===== src/rtl/serreg_pkg.sv =====
package serreg_pkg;
    localparam int WORD_W    = 32;
    localparam int ADDR_W    = 4;
    localparam int IDX_W     = 3;
    localparam int NUM_CTRL  = 6;
    localparam int CNT_W     = $clog2(WORD_W);
    localparam int PIN_COUNT = 3;   // clock, data, latch enable
    localparam int PIN_CLK   = 0;
    localparam int PIN_DAT   = 1;
    localparam int PIN_LE    = 2;

    typedef struct packed {
        logic                            rb_en;
        logic [IDX_W-1:0]                rb_idx;
        logic [WORD_W-ADDR_W-IDX_W-2:0]  body;
        logic [ADDR_W-1:0]               addr;
    } word_t;

    typedef enum logic [1:0] {RB_OFF, RB_IDLE, RB_SHIFT, RB_HOLD} rb_state_t;

    function automatic logic ctrl_hit(input logic [ADDR_W-1:0] a, input int n);
        return a == ADDR_W'(n);
    endfunction
endpackage


===== src/rtl/serreg_sync.sv =====
module serreg_sync
    import serreg_pkg::*;
#(
    parameter int N = PIN_COUNT
) (
    input  logic         clk,
    input  logic         rst,
    input  logic [N-1:0] pin,
    output logic [N-1:0] lvl,
    output logic [N-1:0] rise,
    output logic [N-1:0] fall
);
    for (genvar g = 0; g < N; g++) begin : g_pin
        logic [2:0] sh;   // [0],[1] synchroniser, [2] history for edge detect
        always_ff @(posedge clk) begin
            if (rst) sh <= '0;
            else     sh <= {sh[1:0], pin[g]};
        end
        assign lvl[g]  = sh[1];
        assign rise[g] = sh[1] & ~sh[2];
        assign fall[g] = ~sh[1] & sh[2];
    end
endmodule


===== src/rtl/serreg_shift_in.sv =====
module serreg_shift_in
    import serreg_pkg::*;
(
    input  logic  clk,
    input  logic  rst,
    input  logic  sclk_rise,
    input  logic  sdata,
    input  logic  le_rise,
    output word_t word_q,
    output logic  commit
);
    logic [WORD_W-1:0] shreg;

    always_ff @(posedge clk) begin
        if (rst) begin
            shreg  <= '0;
            word_q <= '0;
            commit <= 1'b0;
        end else begin
            commit <= le_rise;
            if (sclk_rise) shreg <= {sdata, shreg[WORD_W-1:1]};
            if (le_rise)   word_q <= word_t'(shreg);
        end
    end
endmodule


===== src/rtl/serreg_readback.sv =====
module serreg_readback
    import serreg_pkg::*;
(
    input  logic              clk,
    input  logic              rst,
    input  logic              sclk_rise,
    input  logic              sclk_fall,
    input  logic              start,
    input  logic [WORD_W-1:0] load_val,
    output logic              rb_out,
    output logic              active
);
    rb_state_t         state;
    logic [WORD_W-1:0] shreg;
    logic [CNT_W-1:0]  cnt;

    always_ff @(posedge clk) begin
        if (rst) begin
            state  <= RB_OFF;
            shreg  <= '0;
            cnt    <= '0;
            rb_out <= 1'b0;
        end else if (start) begin
            state  <= RB_IDLE;
            shreg  <= load_val;
            cnt    <= '0;
            rb_out <= 1'b0;
        end else begin
            unique case (state)
                RB_IDLE: if (sclk_rise) state <= RB_SHIFT;
                RB_SHIFT: if (sclk_rise) begin
                    rb_out <= shreg[0];
                    shreg  <= shreg >> 1;
                    cnt    <= cnt + 1'b1;
                    if (cnt == CNT_W'(WORD_W - 1)) state <= RB_HOLD;
                end
                RB_HOLD: if (sclk_fall) begin
                    state  <= RB_OFF;
                    rb_out <= 1'b0;
                end
                default: ;
            endcase
        end
    end

    assign active = (state != RB_OFF);


    quiet_when_idle_chk: assert property (@(posedge clk) disable iff (rst)
        (state == RB_OFF || state == RB_IDLE) |-> !rb_out);

    release_after_hold_chk: assert property (@(posedge clk) disable iff (rst)
        (state == RB_HOLD && sclk_fall && !start) |=> (state == RB_OFF && !rb_out));

    shift_advance_chk: assert property (@(posedge clk) disable iff (rst)
        (state == RB_SHIFT && sclk_rise && !start) |=> rb_out == $past(shreg[0]));
endmodule


===== src/rtl/serreg_port.sv =====
module serreg_port
    import serreg_pkg::*;
(
    input  logic                       clk,
    input  logic                       rst,
    input  logic                       ser_clk,
    input  logic                       ser_data,
    input  logic                       ser_le,
    output logic                       rb_out,
    output logic [NUM_CTRL*WORD_W-1:0] cfg_regs
);
    logic [PIN_COUNT-1:0] lvl, rise, fall;
    word_t                word_q;
    logic                 commit;
    logic [NUM_CTRL:1]    wr_en;
    logic                 rb_start, rb_active;
    logic [WORD_W-1:0]    rb_load;
    logic [WORD_W-1:0]    reg_q [1:NUM_CTRL];

    serreg_sync #(.N(PIN_COUNT)) u_sync (
        .clk(clk), .rst(rst), .pin({ser_le, ser_data, ser_clk}),
        .lvl(lvl), .rise(rise), .fall(fall)
    );

    serreg_shift_in u_in (
        .clk(clk), .rst(rst), .sclk_rise(rise[PIN_CLK]), .sdata(lvl[PIN_DAT]),
        .le_rise(rise[PIN_LE]), .word_q(word_q), .commit(commit)
    );

    for (genvar i = 1; i <= NUM_CTRL; i++) begin : g_reg
        assign wr_en[i] = commit && ctrl_hit(word_q.addr, i);
        always_ff @(posedge clk) begin
            if (rst)           reg_q[i] <= '0;
            else if (wr_en[i]) reg_q[i] <= word_q;
        end
        assign cfg_regs[(i-1)*WORD_W +: WORD_W] = reg_q[i];


        reg_write_chk: assert property (@(posedge clk) disable iff (rst)
            wr_en[i] |=> cfg_regs[(i-1)*WORD_W +: WORD_W] == $past(word_q));
    end

    assign rb_start = commit && ctrl_hit(word_q.addr, 0) && word_q.rb_en;

    always_comb begin
        rb_load = '0;
        for (int k = 1; k <= NUM_CTRL; k++)
            if (word_q.rb_idx == IDX_W'(k)) rb_load = reg_q[k];
    end

    serreg_readback u_rb (
        .clk(clk), .rst(rst), .sclk_rise(rise[PIN_CLK]), .sclk_fall(fall[PIN_CLK]),
        .start(rb_start), .load_val(rb_load), .rb_out(rb_out), .active(rb_active)
    );


    ignored_addr_chk: assert property (@(posedge clk) disable iff (rst)
        (commit && wr_en == '0) |=> $stable(cfg_regs));

    rb_enter_chk: assert property (@(posedge clk) disable iff (rst)
        rb_start |=> rb_active);
endmodule


===== config.mk =====
export PLATFORM = sky130hd
export DESIGN_NAME = serreg_port
export DESIGN_NICKNAME = d
export VERILOG_FILES = /design/src/rtl/serreg_pkg.sv /design/src/rtl/serreg_sync.sv /design/src/rtl/serreg_shift_in.sv /design/src/rtl/serreg_readback.sv /design/src/rtl/serreg_port.sv
export SDC_FILE = /design/constraint.sdc
export NUM_CORES = 1
export LEC_CHECK = 0
export ABC_CLOCK_PERIOD_IN_PS = 3800
export BUFFER_PORTS_ARGS = -buffer_cell sky130_fd_sc_hd__buf_2
export CORE_AREA = 8 8 183 185
export DETAILED_ROUTE_END_ITERATION = 8
export DIE_AREA = 0 0 191 193
export GPL_ROUTABILITY_DRIVEN = 0
export GPL_TIMING_DRIVEN = 1
export RECOVER_POWER = 100
export SKIP_LAST_GASP = 1
export SYNTH_ARGS = -nofsm -noshare
export SYNTH_HDL_FRONTEND = slang
export SYNTH_SLANG_ARGS = --single-unit

===== constraint.sdc =====
create_clock -name clk -period 3.8 [get_ports clk]
set_input_delay 0.19 -clock clk [delete_from_list [all_inputs] [get_ports clk]]
set_output_delay 0.19 -clock clk [all_outputs]
set_load 0.02 [all_outputs]

# Yosys cells after proc, flatten, opt, wreduce, memory -nomap -nowiden
# Memory sizes are Yosys's and may differ from the RTL's.
# Index checks and enable logic that the tools add are counted.
dict set report op_classes {
  n_addsub 1
  eq_ne 24
  mux 44
  bitwise_logic 12
  reduce_logical 20
}
# operator n
set op_table {}
lappend op_table {{two-way mux 32 bit} 15}
lappend op_table {{two-way mux 1 bit} 23}
lappend op_table {{equality test 4 x 3 -> 1 bit (second input constant)} 3}
lappend op_table {{AND reduction 5 bit} 2}
lappend op_table {{equality test 3 bit (second input constant)} 3}
lappend op_table {{equality test 4 x 2 -> 1 bit (second input constant)} 2}
lappend op_table {{logical AND 1 bit} 8}
lappend op_table {{two-way mux 2 bit} 4}
lappend op_table {{equality test 3 x 2 -> 1 bit (second input constant)} 2}
lappend op_table {{inequality test 3 x 2 -> 1 bit (second input constant)} 2}
lappend op_table {{inequality test 3 bit (second input constant)} 2}
lappend op_table {{bitwise OR 1 bit} 6}
lappend op_table {{case mux 2 bit (3 select lines)} 1}
lappend op_table {{nonzero test 2 bit} 3}
lappend op_table {{adder 5 x 1 -> 5 bit (second input constant)} 1}
lappend op_table {{equality test 5 bit (second input constant)} 1}
lappend op_table {{equality test 2 bit (second input constant)} 2}
lappend op_table {{equality test 4 x 1 -> 1 bit (second input constant)} 1}
lappend op_table {{zero test 4 bit} 1}
lappend op_table {{inequality test 2 x 1 -> 1 bit (second input constant)} 2}
lappend op_table {{inequality test 2 bit (second input constant)} 2}
lappend op_table {{AND reduction 2 bit} 2}
lappend op_table {{nonzero test 4 bit} 1}
lappend op_table {{AND 1 bit} 3}
lappend op_table {{7 further kinds} 9}
dict set report totals {
  ff_bits 113
  ramBits 192
  wordCells 116
  n_memories 1
}
# memory words word_bits read_ports rd_ports_with_merged_regs wr line
set mem_list {}
lappend mem_list {reg_q 6 32 6 0 6 serreg_port.sv:18} ;# logic [WORD_W-1:0] reg_q [1:NUM_CTRL];

# Logic depth before layout (Yosys ltp)
# Gate-level depths: netlist of the first run.
dict set report logic_depth {
  word_depth 8
  ltp_mapped 8
  ltp_nobuf 6
}

# Cells and area by module
# A second synthesis of the first run with hierarchy kept.
dict set report unflattened {
  hier_cells 1077
  area_unflattened_um2 13282.7
}
# mod n_inst cells_per_inst area_each_um2 seq_area_each_um2
set modules_own_cells {}
lappend modules_own_cells {serreg_port 1 604 8677.1 5765.5}
lappend modules_own_cells {serreg_shift_in 1 209 2349.8 1301.2}
lappend modules_own_cells {serreg_readback 1 237 1959.4 800.8}
lappend modules_own_cells {serreg_sync 1 27 296.5 180.2}

# Worst setup path after synthesis of the first run
# No wires, ideal clock.
dict set report synth_path {
  path_type {reg2reg}
  from {reg u_in.word_q[2] (netlist name)}
  to {reg reg_q[0][64] (netlist name)}
  arrival_ns 2.959
  required_time_ns 3.334
  setup_slack_ns 0.376
  stages_incl_launch_ff 4
  period_less_slack_ns 3.424
  cell_sequence {dfxtp_1 nor2_1 nand2_1 o21ai_0}
}

==> results of run 1 <==
area by class of cell:
cell class / count / area (um^2)
fillers: 2894 / 15170
flip-flops and latches: 305 / 8034
multi-input cells: 794 / 5030
clock buffers: 58 / 1085
repair buffers: 230 / 978.4
well taps: 402 / 503.0
clock inverters: 4 / 18.77
inverters: 1 / 3.754
per-layer routing:
layer  share of wire, %  global-route usage (%)  wire (um)
met1                 41                   25.66      16130
met2                 49                   34.96      19150
met3                7.7                   4.946       3021
met4                2.7                   6.832       1059
met5                  0                       0          0
worst min-delay path, stage by stage:
cell and delay [ps]:
dlygate4sd3_1 520, buf_2 90, nor2b_1 100
registers in the layout (all words and copies together), names as in the netlist:
name             flops
u_rb.state           2
u_rb.rb_out          1
reg_q              192
u_in.commit          1
u_sync.g_pin.sh      8
u_in.shreg          32
u_rb.cnt             5
u_in.word_q         32
u_rb.shreg          32
repair_timing:
| item | 4_1_cts | 5_1_grt |
|---|---|---|
| endpoints found under the hold margin | 3 | 0 |
| buffers inserted | 0 | 0 |
| hold buffers | 3 | 0 |
stage by stage:
| stage | worst slack, ps | power (W) |
|---|---|---|
| after floorplan | 375.5 | 0.003910 |
| after global placement | 1423 | 0.004065 |
| after detailed placement | 1419 | 0.004068 |
| after CTS | 1418 | 0.007278 |
| after global routing | 644.1 | 0.007410 |
| final | 849.4 | 0.007188 |
cell usage in the layout, fill, tap and decap left out, drive strengths merged, types with 30 or more instances in the layout:
master  netlist  routed
nor2b        71      71
and2        168     168
edfxtp      192     192
nor3         37      37
a21oi        71      71
nand2       203     203
clkbuf       44     265
a211oi       30      30
dfxtp       113     113
a221oi       30      30
mux2         32      32
worst paths after layout:
path,startpoint,to,cells after the start
max,rst,reg_q[0][45],4
max reg2reg,u_in.word_q[30],u_rb.shreg[25],4
min reg2reg,u_sync.g_pin[2].sh[0],u_sync.g_pin[2].sh[1],1
min,ser_le,u_sync.g_pin[2].sh[0],3
cells by family after synthesis:
kind of cell    Yosys count
mux                      35
xor+xnor                  3
fa+ha+maj                 2
simple gates            502
compound gates          237
flops                   305
other cells               1
buf+inv                 101
report_power, final:
group	total, W	internal [W]	switching, W
sequential	0.00366	0.00359	0.0000622
combinational	0.000318	0.0000720	0.000246
clock	0.00321	0.00194	0.00128
total	0.00719	0.00560	0.00159
==> results.py, run 1 <==
metrics = {
    "grt": {
        "overflow": 0,
        "grt_pass1_wl_um": 58230,
        "grt_max_degree": 88,
        "first_global_vias": 9542,
        "antenna_found_initial": 0,
        "grt_use_total_pct": 20.65,
    },
    "yosys": {
        "synth_cell_types": 50,
        "synth_xor_area_share_pct": 0.1951,
        "synth.most_common_cell": "nand2_1",
        "ys_ff_latch": 305,
        "ys_async_sr_fraction_pct": 0,
        "synthMuxAreaShare_pct": 3.539,
        "postSynthCellCount": 1186,
        "synth_top_area_share_pct": 42.80,
        "synth_top_flop_cell": "edfxtp_1",
        "syn_area_per_cell_um2": 11.36,
        "synthSimpleGateAreaFrac_pct": 19.46,
        "synth_common_cells": "nand2_1 (203), edfxtp_1 (192), and2_1 (168), dfxtp_1 (113), a21oi_1 (71)",
        "synthAdderAreaFrac_pct": 0.1858,
        "ys_top_cells_by_area": "edfxtp_1 (43%), dfxtp_1 (17%), and2_1 (7.8%)",
        "synth_area_mm2": 0.01347,
        "synth_edf_count": 192,
        "yosysTopAreaCell": "edfxtp_1",
        "synth_top_family_by_area": "simple AND/OR/NAND/NOR gates",
        "yosys_warnings": 0,
        "seq_area_frac_synth_pct": 59.60,
        "synth_compound_area_share_pct": 12.91,
    },
    "clock_tree": {
        "insertion_delay_ps": 500,
        "root_buffer": "clkbuf_16",
        "numCtsBuffers": 34,
        "cts_tree": "built",
        "tritoncts_num_sinks": 305,
        "clk_pin_slew_worst_paths_ps": 60,
        "clockBufferDepth": 3,
        "post_cts_resized": 0,
        "htreeDepth": 2,
    },
    "worst_setup_path": {
        "cp.arrival_ps": 3080,
        "worst_path_largest_cell_delay_ps": 1070,
        "worstPathRequired_ps": 3930,
        "cpMaxStageDelayCell": "clkbuf_1",
        "r2r_slack_ps": 850,
        "end_kind": "flop",
        "path_delay_family": "buffers and inverters",
        "crit_buf_inv": 3,
        "cp_max_fo": 30,
        "worstSetupStartpointType": "primary input",
        "crit_type": "primary input to flop",
        "cp_cell_sequence": "clkbuf_1, inv_1, o21ai_4, clkbuf_2",
    },
    "outcome": {
        "outcome": "complete, but fails checks",
        "violations": "max-capacitance violations, max-slew violations",
    },
    "floorplan": {
        "fp.dieArea_mm2": 0.03686,
        "io_pins": 198,
        "fp.dieW_um": 191,
        "num_rows": 65,
        "die_y_um": 193,
        "core-area_mm2": 0.03082,
        "initial_core_util_pct": 43.70,
    },
    "timing": {
        "worst_slew_pin_slew_ps": 1842,
        "relSlewSlack_pct": -22.79,
        "grt_setup_unrepaired": "no",
        "period_needed_ps": 2951,
        "hold_viol_final": 0,
        "final.setup.tns_ps": 0,
        "final-setup-viol-count": 0,
        "clock_skew_ps": 6.606,
        "hold_ws_ps": 435.0,
        "fin_crit_sh_pct": 77.65,
        "slew_violations": 163,
        "clock.fmax_ghz": 0.3389,
    },
    "placed_design": {
        "place_hpwl_um": 25930,
        "dpl_cell_area_mm2": 0.01485,
        "portBuffers": 197,
        "dp_cells": 1729,
    },
    "route": {
        "drtPass1Iterations": 7,
        "drt_iter0_drc": 712,
        "vias_per_cell": 5.412,
        "routed_wl_um": 39360,
        "vias": 9710,
        "drc_errors": 0,
        "antenna_left": 0,
        "wl_per_cell_um": 21.94,
    },
    "final_layout": {
        "final_util_pct": 50.78,
        "antennaDiodeCount": 0,
        "drive_above_1_share_pct": 10.56,
        "stdcell_count": 1794,
        "fin_nets": 1373,
        "syn2layout_area_growth_pct": 16.20,
        "final_cell_area_mm2": 0.01565,
    },
    "job": {
        "cap_viol_max_count": 5,
    },
    "worst_hold_path": {
        "hp-class": "primary input to flop",
    },
    "pwr": {
        "ir_drop_v": 0.0002249,
        "powerDensity_mw_per_mm2": 459.2,
        "power_leakage_nw": 5.270,
    },
}
Power figures use the tool's default switching activity.
==> run 2: changes to the inputs <==
ABC_CLOCK_PERIOD_IN_PS = 2980   (was 3800)
clock period = 2.98 ns   (was 3.8 ns; I/O delays follow)
==> results.py, run 2 (same netlist as run 1, synthesis figures left out) <==
metrics = {
    "pwr": {
        "pwr-share-clk_pct": 45.2,
        "power_leakage_nw": 5.340,
        "powerDensity_mw_per_mm2": 588.5,
        "pwr-share-seq_pct": 50.4,
        "comb_power_share_pct": 4.3,
        "swShare_pct": 22.16,
        "power.switching_w": 0.002053,
        "p_int_w": 0.007211,
        "ir_drop_v": 0.0004012,
    },
    "timing": {
        "hold_ws_ps": 257.3,
        "final.setup.tns_ps": 0,
        "hold_viol_final": 0,
        "worst_slew_pin_slew_ps": 1672,
        "clock_skew_ps": 17.92,
        "grt_setup_unrepaired": "no",
        "slew_violations": 140,
        "clock.fmax_ghz": 0.3943,
        "setup_ws_ps": 444.1,
        "period_needed_ps": 2536,
        "relSlewSlack_pct": -11.47,
        "fin_crit_sh_pct": 85.10,
        "final-setup-viol-count": 0,
    },
    "grt": {
        "antenna_found_initial": 1,
        "overflow": 0,
        "grt_pass1_wl_um": 58810,
        "first_global_vias": 9465,
        "grt_use_total_pct": 20.95,
        "grt_max_degree": 73,
    },
    "route": {
        "routed_wl_um": 39570,
        "drc_errors": 0,
        "wl_per_cell_um": 21.93,
        "vias": 9684,
        "drtPass1Iterations": 6,
        "drt_iter0_drc": 691,
        "vias_per_cell": 5.368,
        "antenna_left": 0,
    },
    "final_layout": {
        "drive_above_1_share_pct": 10.98,
        "layout_commonest_cell": "clkbuf_1",
        "fin_nets": 1383,
        "final_cell_area_mm2": 0.01574,
        "multiInputGateArea_mm2": 0.005035,
        "largest-register": "reg_q",
        "syn2layout_area_growth_pct": 16.88,
        "largest_reg_flops": 192,
        "layout_common_cells": "clkbuf_1 (218), nand2_1 (203), edfxtp_1 (192), dfxtp_1 (111), and2_1 (104)",
        "num-fill-cells": 2902,
        "antennaDiodeCount": 0,
        "stdcell_count": 1804,
        "ff_latch_area_mm2": 0.008033,
    },
    "worst_setup_path": {
        "r2r_cells": 3,
        "cp.arrival_ps": 2650,
        "crit_type": "flop to flop",
        "worstPathRequired_ps": 3100,
        "worstSetupStartpointType": "flop",
        "cp_max_fo": 12,
        "end_kind": "flop",
    },
    "floorplan": {
        "fp.dieW_um": 191,
        "fp.dieArea_mm2": 0.03686,
        "die_y_um": 193,
        "initial_core_util_pct": 43.70,
        "num_rows": 65,
        "core-area_mm2": 0.03082,
        "io_pins": 198,
    },
    "outcome": {
        "violations": "max-capacitance violations, max-slew violations",
        "outcome": "complete, but fails checks",
    },
    "placed_design": {
        "dp_slack_ps": 739.0,
        "place_hpwl_um": 26440,
        "dp_cells": 1738,
        "portBuffers": 197,
        "dpl_cell_area_mm2": 0.01493,
    },
    "worst_hold_path": {
        "hp-class": "primary input to flop",
        "hold_depth": 2,
    },
    "clock_tree": {
        "clockBufferDepth": 3,
        "numCtsBuffers": 35,
        "tritoncts_num_sinks": 305,
        "cts_tree": "built",
        "htreeDepth": 2,
        "clk_pin_slew_worst_paths_ps": 60,
        "root_buffer": "clkbuf_16",
        "insertion_delay_ps": 510,
        "cts_setup_buffers": 0,
    },
    "job": {
        "cap_viol_max_count": 3,
    },
}
-- run 2: worst max-delay path, cell delays in order (launching register included) --
cell      delay [ps]
dfxtp_1          310
nand3b_1         460
o21ai_4          600
clkbuf_1         760
-- run 2: what timing repair did --
item,4_1_cts,5_1_grt
hold endpoints to repair,3,0
resized for setup,0,0
hold buffers,3,0
-- run 2: cell type report --
cell class                      count  area share (%)
Inverter                            1         0.02384
Tap cell                          402           3.195
Timing Repair Buffer              239           6.620
Multi-Input combinational cell    794           31.98
Sequential cell                   305           51.02
Clock inverter                     10          0.4371
Clock buffer                       53           6.723
-- run 2: power by group through the flow --
stage | sequential (W) | combinational (W) | clock (W)
3_3_place_gp | 0.00476 | 0.000435 | 0
4_1_cts | 0.00467 | 0.000441 | 0.00426
2_1_floorplan | 0.00485 | 0.000131 | 0
5_1_grt | 0.00468 | 0.000429 | 0.00443
3_5_place_dp | 0.00476 | 0.000437 | 0
6_report | 0.00467 | 0.000401 | 0.00419
-- run 2: worst paths after layout --
kind | slack (ps) | to | from
hold reg to reg | 440 | u_sync.g_pin[2].sh[1] | u_sync.g_pin[2].sh[0]
setup reg to reg | 440 | reg_q[0][164] | u_in.word_q[3]
setup / recovery | 440 | reg_q[0][164] | u_in.word_q[3]
hold / removal | 260 | reg_q[0][160] | rst
-- run 2: routing by layer --
layer	global-route usage, %	vias up	routed length (um)
li1	-	4564	-
met2	34.55	319	18870
met1	28.23	4733	17250
met5	0	-	0
met4	6.086	0	889
met3	3.291	68	2566
-- run 2: through the flow --
| stage | utilization (%) | total power [W] |
|---|---|---|
| detailed placement | 48.43 | 0.005194 |
| CTS | 52.18 | 0.009365 |
| floorplan | - | 0.004985 |
| global placement | 48.43 | 0.005191 |
| global route | 51.08 | 0.009542 |
| finish | 51.08 | 0.009265 |
==> run 3: changes to the inputs <==
ABC_AREA = 1   (was unset)
CORE_AREA = 8 8 178 180   (was 8 8 183 185)
DIE_AREA = 0 0 186 188   (was 0 0 191 193)
PLACE_DENSITY = 0.65   (was unset)
==> results.py, run 3 <==
metrics = {
    "route": {
        "drt_iter0_drc": 813,
        "wl_met2_um": 18040,
        "top_layer": "met4",
        "routed_wl_um": 37240,
        "vias_per_cell": 5.135,
        "met3WireLength_um": 3028,
        "drtPass1Iterations": 5,
        "wl_per_cell_um": 18.93,
        "met1_length_um": 15150,
        "antenna_left": 0,
        "drc_errors": 0,
        "vias": 10100,
    },
    "worst_setup_path": {
        "end_kind": "flop",
        "cpMaxStageDelayCell": "nand2_1",
        "worstReg2RegStart": "u_in.commit",
        "cp_cell_sequence": "nand2_1, nor2_1, nand2_1, nand2_1",
        "cp_max_fo": 32,
        "worst_path_largest_cell_delay_ps": 1350,
        "worstSetupStartpointType": "flop",
        "cp.arrival_ps": 2640,
        "crit_type": "flop to flop",
        "worstPathRequired_ps": 3130,
        "startpoint": "u_in.commit",
        "cp_common_cell": "nand2_1",
    },
    "yosys": {
        "yosys_warnings": 0,
        "ys_top_cells_by_area": "edfxtp_1 (45%), dfxtp_1 (18%), nor2_1 (9.6%)",
        "synth_area_mm2": 0.01280,
        "yosysTopAreaCell": "edfxtp_1",
        "syn_area_per_cell_um2": 9.357,
        "synth_edf_count": 192,
        "synth_top_area_share_pct": 45.04,
        "ys_async_sr_fraction_pct": 0,
        "synth_cell_types": 38,
        "ys_ff_latch": 305,
        "postSynthCellCount": 1368,
        "synth_common_cells": "nor2_1 (327), edfxtp_1 (192), o21ai_0 (190), nand2_1 (154), dfxtp_1 (113)",
        "synth_top_flop_cell": "edfxtp_1",
        "synth.most_common_cell": "nor2_1",
        "seq_area_frac_synth_pct": 62.72,
    },
    "final_layout": {
        "stdcell_count": 1967,
        "drive_above_1_share_pct": 5.834,
        "layout_common_cells": "nor2_1 (327), clkbuf_1 (207), edfxtp_1 (192), o21ai_0 (189), nand2_1 (154)",
        "num-fill-cells": 2830,
        "multiInputGateArea_mm2": 0.003915,
        "fin_nets": 1560,
        "final_cell_area_mm2": 0.01480,
        "ff_latch_area_mm2": 0.008029,
        "final_util_pct": 51.03,
        "largest-register": "reg_q",
        "layout_commonest_cell": "nor2_1",
        "syn2layout_area_growth_pct": 15.64,
        "antennaDiodeCount": 0,
        "largest_reg_flops": 192,
    },
    "clock_tree": {
        "tritoncts_num_sinks": 305,
        "clk_pin_slew_worst_paths_ps": 60,
        "numCtsBuffers": 30,
        "cts_setup_buffers": 0,
        "root_buffer": "clkbuf_16",
        "insertion_delay_ps": 560,
        "cts_tree": "built",
        "clockBufferDepth": 3,
        "htreeDepth": 1,
    },
    "timing": {
        "final.setup.tns_ps": 0,
        "hold_ws_ps": 48.74,
        "hold_viol_final": 0,
        "grt_setup_unrepaired": "no",
        "slew_violations": 100,
        "period_needed_ps": 2499,
        "relSlewSlack_pct": -24.50,
        "fin_crit_sh_pct": 83.86,
        "clock_skew_ps": 9.559,
        "worst_slew_pin_slew_ps": 1863,
        "final-setup-viol-count": 0,
        "clock.fmax_ghz": 0.4002,
    },
    "grt": {
        "grt_pass1_wl_um": 55520,
        "grt_use_total_pct": 20.42,
        "first_global_vias": 9695,
        "grt_max_degree": 89,
        "antenna_found_initial": 0,
        "overflow": 0,
    },
    "placed_design": {
        "place_hpwl_um": 23880,
        "portBuffers": 197,
        "dpl_cell_area_mm2": 0.01410,
        "dp_cells": 1908,
    },
    "floorplan": {
        "initial_core_util_pct": 44.13,
        "core-area_mm2": 0.02901,
        "num_rows": 63,
        "die_y_um": 188,
        "fp.dieArea_mm2": 0.03497,
        "fp.dieW_um": 186,
        "io_pins": 198,
    },
    "pwr": {
        "powerDensity_mw_per_mm2": 617.8,
        "ir_drop_v": 0.0004254,
        "power_leakage_nw": 5.545,
    },
    "job": {
        "cap_viol_max_count": 3,
    },
    "worst_hold_path": {
        "hold_start": "rst",
        "hp-class": "primary input to flop",
    },
    "outcome": {
        "outcome": "complete, but fails checks",
        "violations": "max-capacitance violations, max-slew violations",
    },
}
## run 3: logic make-up after synthesis
family	count (synthesis)	synth area share, %
flops	305	62.72
other cells	1	0.02930
compound gates	258	10.81
fa+ha+maj	2	0.1955
buf+inv	204	6.813
simple gates	597	19.36
xor+xnor	1	0.06844
## run 3: worst max-delay path: cells and delay by family, from the launching register on
| family | cells | cell delay [ps] |
|---|---|---|
| flops | 1 | 420 |
| simple gates | 4 | 1640 |
## run 3: cell type report
class,instances,share of cell area [%]
Tap cell,390,3.297
Inverter,122,3.119
Clock inverter,14,1.234
Timing Repair Buffer,221,6.145
Clock buffer,42,5.511
Sequential cell,305,54.24
Multi-Input combinational cell,873,26.45
## run 3: where the power goes
part / switching [W] / total, W / internal, W
clock: 0.00159 / 0.00384 / 0.00226
combinational: 0.000456 / 0.000575 / 0.000120
sequential: 0.0000964 / 0.00473 / 0.00463
total: 0.00214 / 0.00914 / 0.00701
## run 3: per-layer routing
metal | global-route usage, % | vias up
li1 | - | 4846
met1 | 25.14 | 4830
met2 | 34.69 | 359
met3 | 4.432 | 65
met4 | 7.178 | 0
met5 | 0 | -
## run 3: timing repair
action / CTS / global route
resized for setup: 0 / 0
endpoints found under the setup margin: 0 / 0
hold buffers: 3 / 0
hold endpoints to repair: 3 / 0
## run 3: final timing paths
check | endpoint | slack [ps] | cells after the start
max reg2reg | reg_q[0][180] | 480 | 4
max | reg_q[0][180] | 480 | 4
min reg2reg | u_sync.g_pin[0].sh[1] | 400 | 2
min | u_in.word_q[0] | 50 | 4
## run 3: stage by stage
step	power (W)	worst slack, ps
floorplan	0.005168	483.7
global route	0.009406	380.3
CTS	0.009214	915.8
finish	0.009144	481.1
global placement	0.005406	957.9
detailed placement	0.005415	950.0
